`src/rtl/blkx_pkg.sv`:
```
package blkx_pkg;
   typedef enum logic [1:0] {
      ST_IDLE  = 2'd0,
      ST_HOLD  = 2'd1,
      ST_BURST = 2'd2
   } blkx_state_e;
endpackage

```
`src/rtl/blkx_seq.sv`:
```
module blkx_seq #(
   parameter int BLOCK_PHASES = 4,
   parameter int LEN_W        = 8,
   parameter int LVL_W        = 6,
   parameter int WIDE_OK      = 1
) (
   input  logic             clk,
   input  logic             rst_n,
   input  logic             start_i,
   input  logic [LEN_W-1:0] len_i,
   input  logic             is_read_i,
   input  logic             wide_i,
   input  logic [LVL_W-1:0] q_level_i,
   input  logic             irdy_n_i,
   output logic             act_o,
   output logic             dat_ok_o,
   output logic             rd_o,
   output logic             trdy_n_o,
   output logic             last_o,
   output logic             done_o,
   output logic             busy_o
);
   import blkx_pkg::*;

   localparam int BPW = $clog2(BLOCK_PHASES);
   localparam int CW  = ((LEN_W > LVL_W) ? LEN_W : LVL_W) + 1;
   localparam logic [BPW-1:0]   BPOS_END = BPW'(BLOCK_PHASES - 1);
   localparam logic [LEN_W-1:0] BLK_LEN  = LEN_W'(BLOCK_PHASES);

   blkx_state_e      state_q, state_d;
   logic [LEN_W-1:0] rem_q, rem_d;
   logic [BPW-1:0]   bpos_q, bpos_d;
   logic             rd_q, rd_d;
   logic             wide_q, wide_d;
   logic             first_q, first_d;
   logic             commit_q, commit_d;

   logic             wide_sel;
   logic [LEN_W-1:0] need;
   logic             lvl_ok, master_ok, go;
   logic             dat_ok, blk_end, final_ph;
   logic [LEN_W-1:0] rem_next;

   // variant: padded mode present or fixed off
   generate
      if (WIDE_OK != 0) begin : g_wide
         assign wide_sel = wide_i;
      end else begin : g_narrow
         assign wide_sel = wide_i & 1'b0;
      end
   endgenerate

   assign need      = (rem_q >= BLK_LEN) ? BLK_LEN : rem_q;
   assign lvl_ok    = CW'(q_level_i) >= CW'(need);
   assign master_ok = rd_q ? (first_q || !irdy_n_i) : (commit_q || !irdy_n_i);
   assign go        = (state_q == ST_HOLD) && lvl_ok && master_ok;

   assign dat_ok   = (rem_q != '0);
   assign rem_next = dat_ok ? (rem_q - 1'b1) : rem_q;
   assign blk_end  = (bpos_q == BPOS_END) || (!wide_q && (rem_q == LEN_W'(1)));
   assign final_ph = blk_end && (rem_next == '0);

   always_comb begin
      state_d  = state_q;
      rem_d    = rem_q;
      bpos_d   = bpos_q;
      rd_d     = rd_q;
      wide_d   = wide_q;
      first_d  = first_q;
      commit_d = commit_q;
      case (state_q)
         ST_IDLE: begin
            if (start_i && (len_i != '0)) begin
               state_d  = ST_HOLD;
               rem_d    = len_i;
               rd_d     = is_read_i;
               wide_d   = wide_sel;
               first_d  = 1'b1;
               commit_d = 1'b0;
            end
         end
         ST_HOLD: begin
            if (go) begin
               state_d = ST_BURST;
               bpos_d  = '0;
               first_d = 1'b0;
               if (!rd_q) commit_d = 1'b1;
            end
         end
         ST_BURST: begin
            rem_d  = rem_next;
            bpos_d = bpos_q + 1'b1;
            if (blk_end) state_d = final_ph ? ST_IDLE : ST_HOLD;
         end
         default: state_d = ST_IDLE;
      endcase
   end

   always_ff @(posedge clk or negedge rst_n) begin
      if (!rst_n) begin
         state_q  <= ST_IDLE;
         rem_q    <= '0;
         bpos_q   <= '0;
         rd_q     <= 1'b0;
         wide_q   <= 1'b0;
         first_q  <= 1'b0;
         commit_q <= 1'b0;
      end else begin
         state_q  <= state_d;
         rem_q    <= rem_d;
         bpos_q   <= bpos_d;
         rd_q     <= rd_d;
         wide_q   <= wide_d;
         first_q  <= first_d;
         commit_q <= commit_d;
      end
   end

   assign act_o    = (state_q == ST_BURST);
   assign dat_ok_o = act_o && dat_ok;
   assign rd_o     = rd_q;
   assign trdy_n_o = !(act_o && (bpos_q == '0));
   assign last_o   = act_o && (rem_q == LEN_W'(1));
   assign done_o   = act_o && final_ph;
   assign busy_o   = (state_q != ST_IDLE);
endmodule

```
`src/rtl/blkx_lanes.sv`:
```
module blkx_lanes #(
   parameter int DATA_W   = 32,
   parameter int PAR_EVEN = 1,
   localparam int BEW     = DATA_W / 8
) (
   input  logic              act_i,
   input  logic              dat_ok_i,
   input  logic              rd_i,
   input  logic [DATA_W-1:0] q_rdata_i,
   input  logic [DATA_W-1:0] ad_i,
   input  logic [BEW-1:0]    cbe_n_i,
   output logic [DATA_W-1:0] ad_o,
   output logic              ad_oe_o,
   output logic [BEW-1:0]    cbe_n_o,
   output logic              cbe_oe_o,
   output logic              par_o,
   output logic              par_oe_o,
   output logic              q_pop_o,
   output logic              wr_push_o,
   output logic [DATA_W-1:0] wr_data_o,
   output logic [BEW-1:0]    wr_be_n_o
);
   logic rd_phase, rd_data;
   logic par_raw;

   assign rd_phase = act_i && rd_i;
   assign rd_data  = rd_phase && dat_ok_i;

   assign ad_oe_o  = rd_phase;
   assign cbe_oe_o = rd_phase;
   assign par_oe_o = rd_phase;

   assign ad_o    = rd_data ? q_rdata_i : '0;
   assign cbe_n_o = rd_data ? '0 : '1;
   assign par_raw = ^{ad_o, cbe_n_o};

   generate
      if (PAR_EVEN != 0) begin : g_even
         assign par_o = par_raw;
      end else begin : g_odd
         assign par_o = ~par_raw;
      end
   endgenerate

   assign q_pop_o   = rd_data;
   assign wr_push_o = act_i && !rd_i && dat_ok_i;
   assign wr_data_o = ad_i;
   assign wr_be_n_o = cbe_n_i;
endmodule

```
`src/rtl/blkx_target.sv`:
```
module blkx_target #(
   parameter int DATA_W       = 32,
   parameter int BLOCK_PHASES = 4,
   parameter int LEN_W        = 8,
   parameter int LVL_W        = 6,
   parameter int WIDE_OK      = 1,
   parameter int PAR_EVEN     = 1,
   localparam int BEW         = DATA_W / 8
) (
   input  logic              clk,
   input  logic              rst_n,
   input  logic              start_i,
   input  logic [LEN_W-1:0]  len_i,
   input  logic              is_read_i,
   input  logic              wide_i,
   input  logic [LVL_W-1:0]  q_level_i,
   input  logic [DATA_W-1:0] q_rdata_i,
   output logic              q_pop_o,
   output logic              wr_push_o,
   output logic [DATA_W-1:0] wr_data_o,
   output logic [BEW-1:0]    wr_be_n_o,
   input  logic              irdy_n_i,
   output logic              trdy_n_o,
   input  logic [DATA_W-1:0] ad_i,
   output logic [DATA_W-1:0] ad_o,
   output logic              ad_oe_o,
   input  logic [BEW-1:0]    cbe_n_i,
   output logic [BEW-1:0]    cbe_n_o,
   output logic              cbe_oe_o,
   output logic              par_o,
   output logic              par_oe_o,
   output logic              last_o,
   output logic              done_o,
   output logic              busy_o
);
   generate
      if (BLOCK_PHASES < 2 || (BLOCK_PHASES & (BLOCK_PHASES - 1)) != 0) begin : g_bad_block
         $error("BLOCK_PHASES must be a power of two, at least 2");
      end
      if (DATA_W < 8 || (DATA_W % 8) != 0) begin : g_bad_width
         $error("DATA_W must be a nonzero multiple of 8");
      end
      if ((1 << LEN_W) <= BLOCK_PHASES) begin : g_bad_len
         $error("LEN_W too narrow to hold one block");
      end
      if ((1 << LVL_W) <= BLOCK_PHASES) begin : g_bad_lvl
         $error("LVL_W too narrow to report one block");
      end
   endgenerate

   logic act, dat_ok, rd;

   blkx_seq #(
      .BLOCK_PHASES(BLOCK_PHASES),
      .LEN_W       (LEN_W),
      .LVL_W       (LVL_W),
      .WIDE_OK     (WIDE_OK)
   ) u_seq (
      .clk      (clk),
      .rst_n    (rst_n),
      .start_i  (start_i),
      .len_i    (len_i),
      .is_read_i(is_read_i),
      .wide_i   (wide_i),
      .q_level_i(q_level_i),
      .irdy_n_i (irdy_n_i),
      .act_o    (act),
      .dat_ok_o (dat_ok),
      .rd_o     (rd),
      .trdy_n_o (trdy_n_o),
      .last_o   (last_o),
      .done_o   (done_o),
      .busy_o   (busy_o)
   );

   blkx_lanes #(
      .DATA_W  (DATA_W),
      .PAR_EVEN(PAR_EVEN)
   ) u_lanes (
      .act_i    (act),
      .dat_ok_i (dat_ok),
      .rd_i     (rd),
      .q_rdata_i(q_rdata_i),
      .ad_i     (ad_i),
      .cbe_n_i  (cbe_n_i),
      .ad_o     (ad_o),
      .ad_oe_o  (ad_oe_o),
      .cbe_n_o  (cbe_n_o),
      .cbe_oe_o (cbe_oe_o),
      .par_o    (par_o),
      .par_oe_o (par_oe_o),
      .q_pop_o  (q_pop_o),
      .wr_push_o(wr_push_o),
      .wr_data_o(wr_data_o),
      .wr_be_n_o(wr_be_n_o)
   );
endmodule

```
`config.mk`:
```
export PLATFORM = sky130hd
export DESIGN_NAME = blkx_target
export DESIGN_NICKNAME = d
export VERILOG_FILES = /design/src/rtl/blkx_pkg.sv /design/src/rtl/blkx_seq.sv /design/src/rtl/blkx_lanes.sv /design/src/rtl/blkx_target.sv
export SDC_FILE = /design/constraint.sdc
export NUM_CORES = 1
export LEC_CHECK = 0
export ABC_AREA = 1
export CORE_UTILIZATION = 37
export DETAILED_ROUTE_END_ITERATION = 8
export GPL_TIMING_DRIVEN = 0
export PLACE_DENSITY = 0.91
export SYNTH_ARGS = -nofsm -noshare
export SYNTH_HDL_FRONTEND = slang
export SYNTH_SLANG_ARGS = --single-unit
```
`constraint.sdc`:
```
create_clock -name clk -period 3.2 [get_ports clk]
set_input_delay 0.64 -clock clk [delete_from_list [all_inputs] [get_ports clk]]
set_output_delay 0.64 -clock clk [all_outputs]
set_load 0.03 [all_outputs]
```
* Word-level counts from Yosys, hierarchy flattened
Cells that the tools add are included.
Storage, ports and cells: bits in registers 16, bits in latches 0, RAM bits 0, memory bits (read-only) 0, input port bits 88, output and inout bits 82, word-level logic and storage cells 76, memories 0
Operators by class: $add $sub $neg 2, multiply operators 0, divide/modulo/power cells 0, order comparisons 2, eq/ne operators 8, shifts and indexed selects 0, muxes and demuxes 21, bitwise logic cells 0, reduce and logical (&&, ||, !) cells 36
Operator list (count):
- $reduce_xor A36 Y1 | 1
- $mux W32 | 1
- $mux W8 | 3
- $pmux W8 S2 | 1
- $reduce_bool A8 Y1 | 2
- $logic_and A1 B1 Y1 | 13
- $eq A8 B1 Y1 const B | 1
- $ge A6 B8 Y1 | 1
- $ge A8 B3 Y1 const B | 1
- $logic_not A8 Y1 | 1
- $mux W2 | 4
- $reduce_bool A2 Y1 | 4
- $sub A8 B1 Y8 const B | 1
- $mux W1 | 7
- $pmux W2 S3 | 1
- $reduce_and A2 Y1 | 3
- $reduce_and A3 Y1 | 2
- $eq A2 B2 Y1 const B | 2
- $logic_not A1 Y1 | 4
- $logic_not A2 Y1 | 2
- $mux W4 | 1
- $ne A2 B1 Y1 const B | 2
- $ne A2 B2 Y1 const B | 2
- $pmux W1 S2 | 2
- other kinds (5) | 7

* Depth between registers and ports, before layout
depth in word-level cells 7, gate-level depth with buffers 20, mapped depth without buffers 19

* Cells and area by module
Synthesis repeated with hierarchy kept, for this count alone.
Unflattened totals: cell total of the unflattened synthesis 456, area, all modules 2571.2 µm²
Modules (own cells, without submodules):
- blkx_seq | instances 1, cells each 192, area an instance 1311.3 µm², sequential area each 400.4 µm²
- blkx_lanes | instances 1, cells each 264, area an instance 1260.0 µm², sequential area each 0.0 µm²

* Worst setup path before layout
No wires, ideal clock.
kind register to output, start register u_seq.rem_q[0], end output par_o, data arrival time 2.353 ns, required time 2.560 ns, path slack 0.207 ns, stages on the path, launching flop included 19, buffers on the path 1, cells stage by stage dfrtp_1 -> inv_1 -> ha_1 -> inv_1 -> nor2_2 -> nand2_4 -> nand2_4 -> buf_2 -> nor2_1 -> nand2_1 -> nand2_1 -> inv_1 -> nand2_1 -> nand2_1 -> nand3_1 -> nand2_1 -> inv_1 -> nand3_1 -> nand2_1
On the way: word-level cells in the longest chain between the ends 5, elaborated cells between the ends (all ways) 6, classes of those cells 2 x mux; 4 x reduce/logical
Ends and longest elaborated chain:
- start: declaration | RTL line blkx_seq.sv:31 | logic [LEN_W-1:0] rem_q, rem_d;
- start signal: assignment | RTL line blkx_seq.sv:110 | rem_q <= rem_d;
- $reduce_bool A8 Y1 | RTL line blkx_seq.sv:58 | assign dat_ok = (rem_q != '0);
- $logic_and A1 B1 Y1 | RTL line blkx_seq.sv:120 | assign dat_ok_o = act_o && dat_ok;
- $logic_and A1 B1 Y1 | RTL line blkx_lanes.sv:27 | assign rd_data = rd_phase && dat_ok_i;
- $mux W32 | RTL line blkx_lanes.sv:33 | assign ad_o = rd_data ? q_rdata_i : '0;
- via ad_o[9] | RTL line blkx_target.sv:25 | output logic [DATA_W-1:0] ad_o,
- $reduce_xor A36 Y1 | RTL line blkx_lanes.sv:35 | assign par_raw = ^{ad_o, cbe_n_o};
- end: declaration | RTL line blkx_target.sv:30 | output logic par_o,
The timed path passes the listed nets, and every way through them passes these cells.

* Worst setup path after layout
start register u_seq.rem_q[0], end output par_o
On the way: word-level cells in the longest chain between the ends 5, elaborated cells between the ends (all ways) 6, classes of those cells 2 x mux; 4 x reduce/logical
Ends and longest elaborated chain (RTL line):
- $reduce_bool A8 Y1 * | blkx_seq.sv:58
- $logic_and A1 B1 Y1 * | blkx_seq.sv:120
- $logic_and A1 B1 Y1 * | blkx_lanes.sv:27
- $mux W4 or $mux W32 (tied branches) | blkx_lanes.sv:34, blkx_lanes.sv:33
- $reduce_xor A36 Y1 * | blkx_lanes.sv:35
Every way passes the cells marked *; elsewhere a longest branch is shown, timed or not.

==> impl_metrics.json <==
{
  "finalMaxSlewViolations": 0,
  "ant_nets": 0,
  "fmax_mhz": 325,
  "grt_overflow_total": 0,
  "post-route-period-util_pct": 96.1,
  "cts_made_buffers": 3,
  "worstPathArrival_ns": 2.44,
  "cts.clk_slew.worst_paths_ns": 0.06,
  "grt_pass1_wl_um": 13100,
  "die-area_um2": 7350,
  "finish.utilization_pct": 62.2,
  "initial_core_util_pct": 38.2,
  "status": "completed",
  "num_vias": 3170,
  "hpwlAfterDp_um": 6790,
  "cp-end-kind": "primary output",
  "drt_wl_total_um": 8550,
  "syn_inst": 416,
  "relSlewSlack_pct": 51.9,
  "synth_cell_types": 42,
  "worst_hold_path_type": "flip-flop to flip-flop",
  "holdBufCountCts": 0,
  "dp_cells": 647,
  "rsz0062_at_grt": "yes",
  "wl_per_cell_um": 13.0,
  "diodes": 0,
  "nNetsFinal": 662,
  "vias_per_cell": 4.82,
  "synthToLayoutAreaGrowth_pct": 63.0,
  "io_pins": 170,
  "yosysWarningCount": 0,
  "portBuffers": 133,
  "period_needed_ns": 3.08,
  "grt.total_usage_pct": 21.7,
  "startpoint_type": "flip-flop",
  "hold_violations": 0,
  "dieWidth_um": 85.7,
  "tns_ns": 0,
  "clockBufferDepth": 2,
  "worstPathRequired_ns": 2.56,
  "drtIter0Drc": 139,
  "timing.final.ws_setup_ns": 0.124,
  "yosysSeqAreaShare_pct": 15.4,
  "fin_skew_ns": 0.00256,
  "drc": 0,
  "ys_ff_latch": 16,
  "die_h_um": 85.7,
  "first_global_vias": 2990,
  "cts_tree": "built",
  "clk_latency_ns": 0.25,
  "critPathKind": "flip-flop to primary output",
  "power_density_nw_per_um2": 589,
  "cap_violations": 0,
  "grt_max_degree": 17,
  "reg2reg_setup_slack_ns": 0.35,
  "drive_above_1_share_pct": 21.4,
  "cts_root_buf": "clkbuf_8",
  "critPathMaxFanout": 6,
  "first_pass_iters": 5,
  "clkSinkCount": 16,
  "p_total_mw": 2.49,
  "antenna_found_initial": 0,
  "post-place-ws_ns": -0.348,
  "p_leak_nw": 2.13,
  "rows": 30,
  "core_area_um2": 6790,
  "fillCellCount": 584,
  "ir_worst_vdd_mv": 0.494,
  "final_cells": 657,
  "cts_max_level": 1,
  "worst_pin_slew_ns": 0.720,
  "place.gp.congestion": 0.921,
  "setup_viol": 0,
  "syn-cell-area_um2": 2590,
  "syn_area_per_cell_um2": 6.23
}
[report_power, final]
group,internal [mW],leakage (nW),switching (mW)
clock network,0.0835,0.0216,0.0664
logic,0.785,1.91,1.16
registers,0.303,0.193,0.0890
total,1.17,2.13,1.32
[cell families after synthesis]
| logic type | synth area share, % |
|---|---|
| AO/OA/AOI/OAI | 9.84 |
| XOR/XNOR | 1.98 |
| adder cells (fa/ha/maj) | 5.31 |
| buffers and inverters | 25.8 |
| flip-flops | 15.4 |
| multiplexers | 0.434 |
| other | 0.145 |
| AND/OR/NAND/NOR | 41.1 |
[worst paths after layout]
check	startpoint	endpoint	depth (start not counted)
max	u_seq.rem_q[0]	par_o	21
min	u_seq.first_q	u_seq.first_q	2
max reg2reg	u_seq.rem_q[2]	u_seq.state_q[0]	13
min reg2reg	u_seq.first_q	u_seq.first_q	2
max in group asynchronous	rst_n	u_seq.rem_q[0]	1
min in group asynchronous	rst_n	u_seq.state_q[0]	1
[what timing repair did]
item	4_1_cts	5_1_grt
gates resized for setup	19	18
setup buffers	0	6
pin swaps	0	5
hold endpoints to repair	0	0
cloned	0	1
endpoints found under the setup margin	15	12
[synth_stat cells, drive strengths merged]
cell / instances / share of area, %
nand4: 13 / 3.6
buf: 48 / 15
dfrtp: 16 / 15
ha: 11 / 5.3
nor2: 52 / 11
o21a: 1 / 0.29
nand2: 131 / 21
o311ai: 1 / 0.34
inv: 71 / 10
nand3: 16 / 3.7
a21oi: 15 / 3.0
o221ai: 3 / 1.0
clkbuf: 2 / 0.29
xnor2: 1 / 0.34
or2: 1 / 0.24
nor3: 2 / 0.39
conb: 1 / 0.14
nor4: 4 / 0.96
o21ai: 12 / 2.5
o211ai: 5 / 2.0
xor2: 4 / 1.6
o22ai: 3 / 0.72
mux2: 1 / 0.43
clkinv: 1 / 0.14
nand3b: 1 / 0.29
[layout make-up]
cell class / instances / area, µm² / share of cell area [%]
Multi-Input combinational cell: 280 / 1590 / 37.5
Buffer: 50 / 405 / 9.59
Clock buffer: 3 / 41.3 / 0.976
Tap cell: 96 / 120 / 2.84
Inverter: 72 / 278 / 6.57
Timing Repair Buffer: 140 / 1400 / 33.0
Sequential cell: 16 / 402 / 9.50
[metrics by stage]
| stage | hold slack [ns] | area [µm²] |
|---|---|---|
| 5_1_grt | 0.529 | 4230 |
| 3_3_place_gp | 0.464 | 4050 |
| 3_5_place_dp | 0.462 | 4050 |
| 6_report | 0.483 | 4230 |
| 4_1_cts | 0.483 | 4090 |
| 2_1_floorplan | 0.344 | 2600 |
[per-layer routing]
metal / GRT usage [%] / share of wire, % / vias to the layer above
met5: 0 / 0 / -
met4: 5.91 / 1.4 / 0
met3: 3.85 / 8.2 / 18
met2: 44.4 / 55 / 159
met1: 22.3 / 35 / 1452
li1: - / - / 1541
[critical path, cell delays in order (launching register included)]
cell       delay [ns]
dfrtp_2          0.41
inv_4            0.06
ha_1             0.20
inv_2            0.08
nor2_4           0.04
nand2_4          0.11
nand2_8          0.09
clkbuf_16        0.18
nor2_2           0.12
nand2_1          0.07
nand2_1          0.09
inv_1            0.05
nand2_2          0.05
nand2_1          0.05
nand2_1          0.09
nand2_1          0.06
nand2_1          0.06
nand2_1          0.06
inv_1            0.05
nand3_1          0.06
nand2_1          0.08
buf_6            0.14
[cell usage in the layout (no fill, tap or decap), types with 2 or more instances in the layout]
| master | n |
|---|---|
| clkdlybuf4s50_1 | 128 |
| nand2_1 | 113 |
| inv_1 | 58 |
| buf_4 | 48 |
| nor2_1 | 40 |
| dfrtp_1 | 15 |
| nand2_2 | 14 |
| a21oi_1 | 13 |
| inv_2 | 11 |
| nand4_1 | 11 |
| nand3_1 | 11 |
| o21ai_0 | 11 |
| ha_1 | 11 |
| nor2_4 | 7 |
| nand3_2 | 5 |
| o211ai_1 | 4 |
| nor4_1 | 4 |
| nand2_4 | 3 |
| buf_6 | 3 |
| nor2_2 | 3 |
| o22ai_1 | 3 |
| o221ai_1 | 3 |
| conb_1 | 3 |
| clkbuf_8 | 3 |
| dlygate4sd2_1 | 3 |
| nor2_8 | 2 |
| buf_12 | 2 |
| a21oi_2 | 2 |
| nand4_2 | 2 |
| xor2_2 | 2 |
| clkbuf_1 | 2 |
| xor2_1 | 2 |
| nor3_1 | 2 |
[flip-flops by register name, summed over array words and instances (netlist names)]
name / count
u_seq.wide_q: 1
u_seq.rem_q: 8
u_seq.rd_o: 1
u_seq.bpos_q: 2
u_seq.state_q: 2
u_seq.first_q: 1
u_seq.commit_q: 1
No activity file was read; power rests on OpenSTA's default activity.
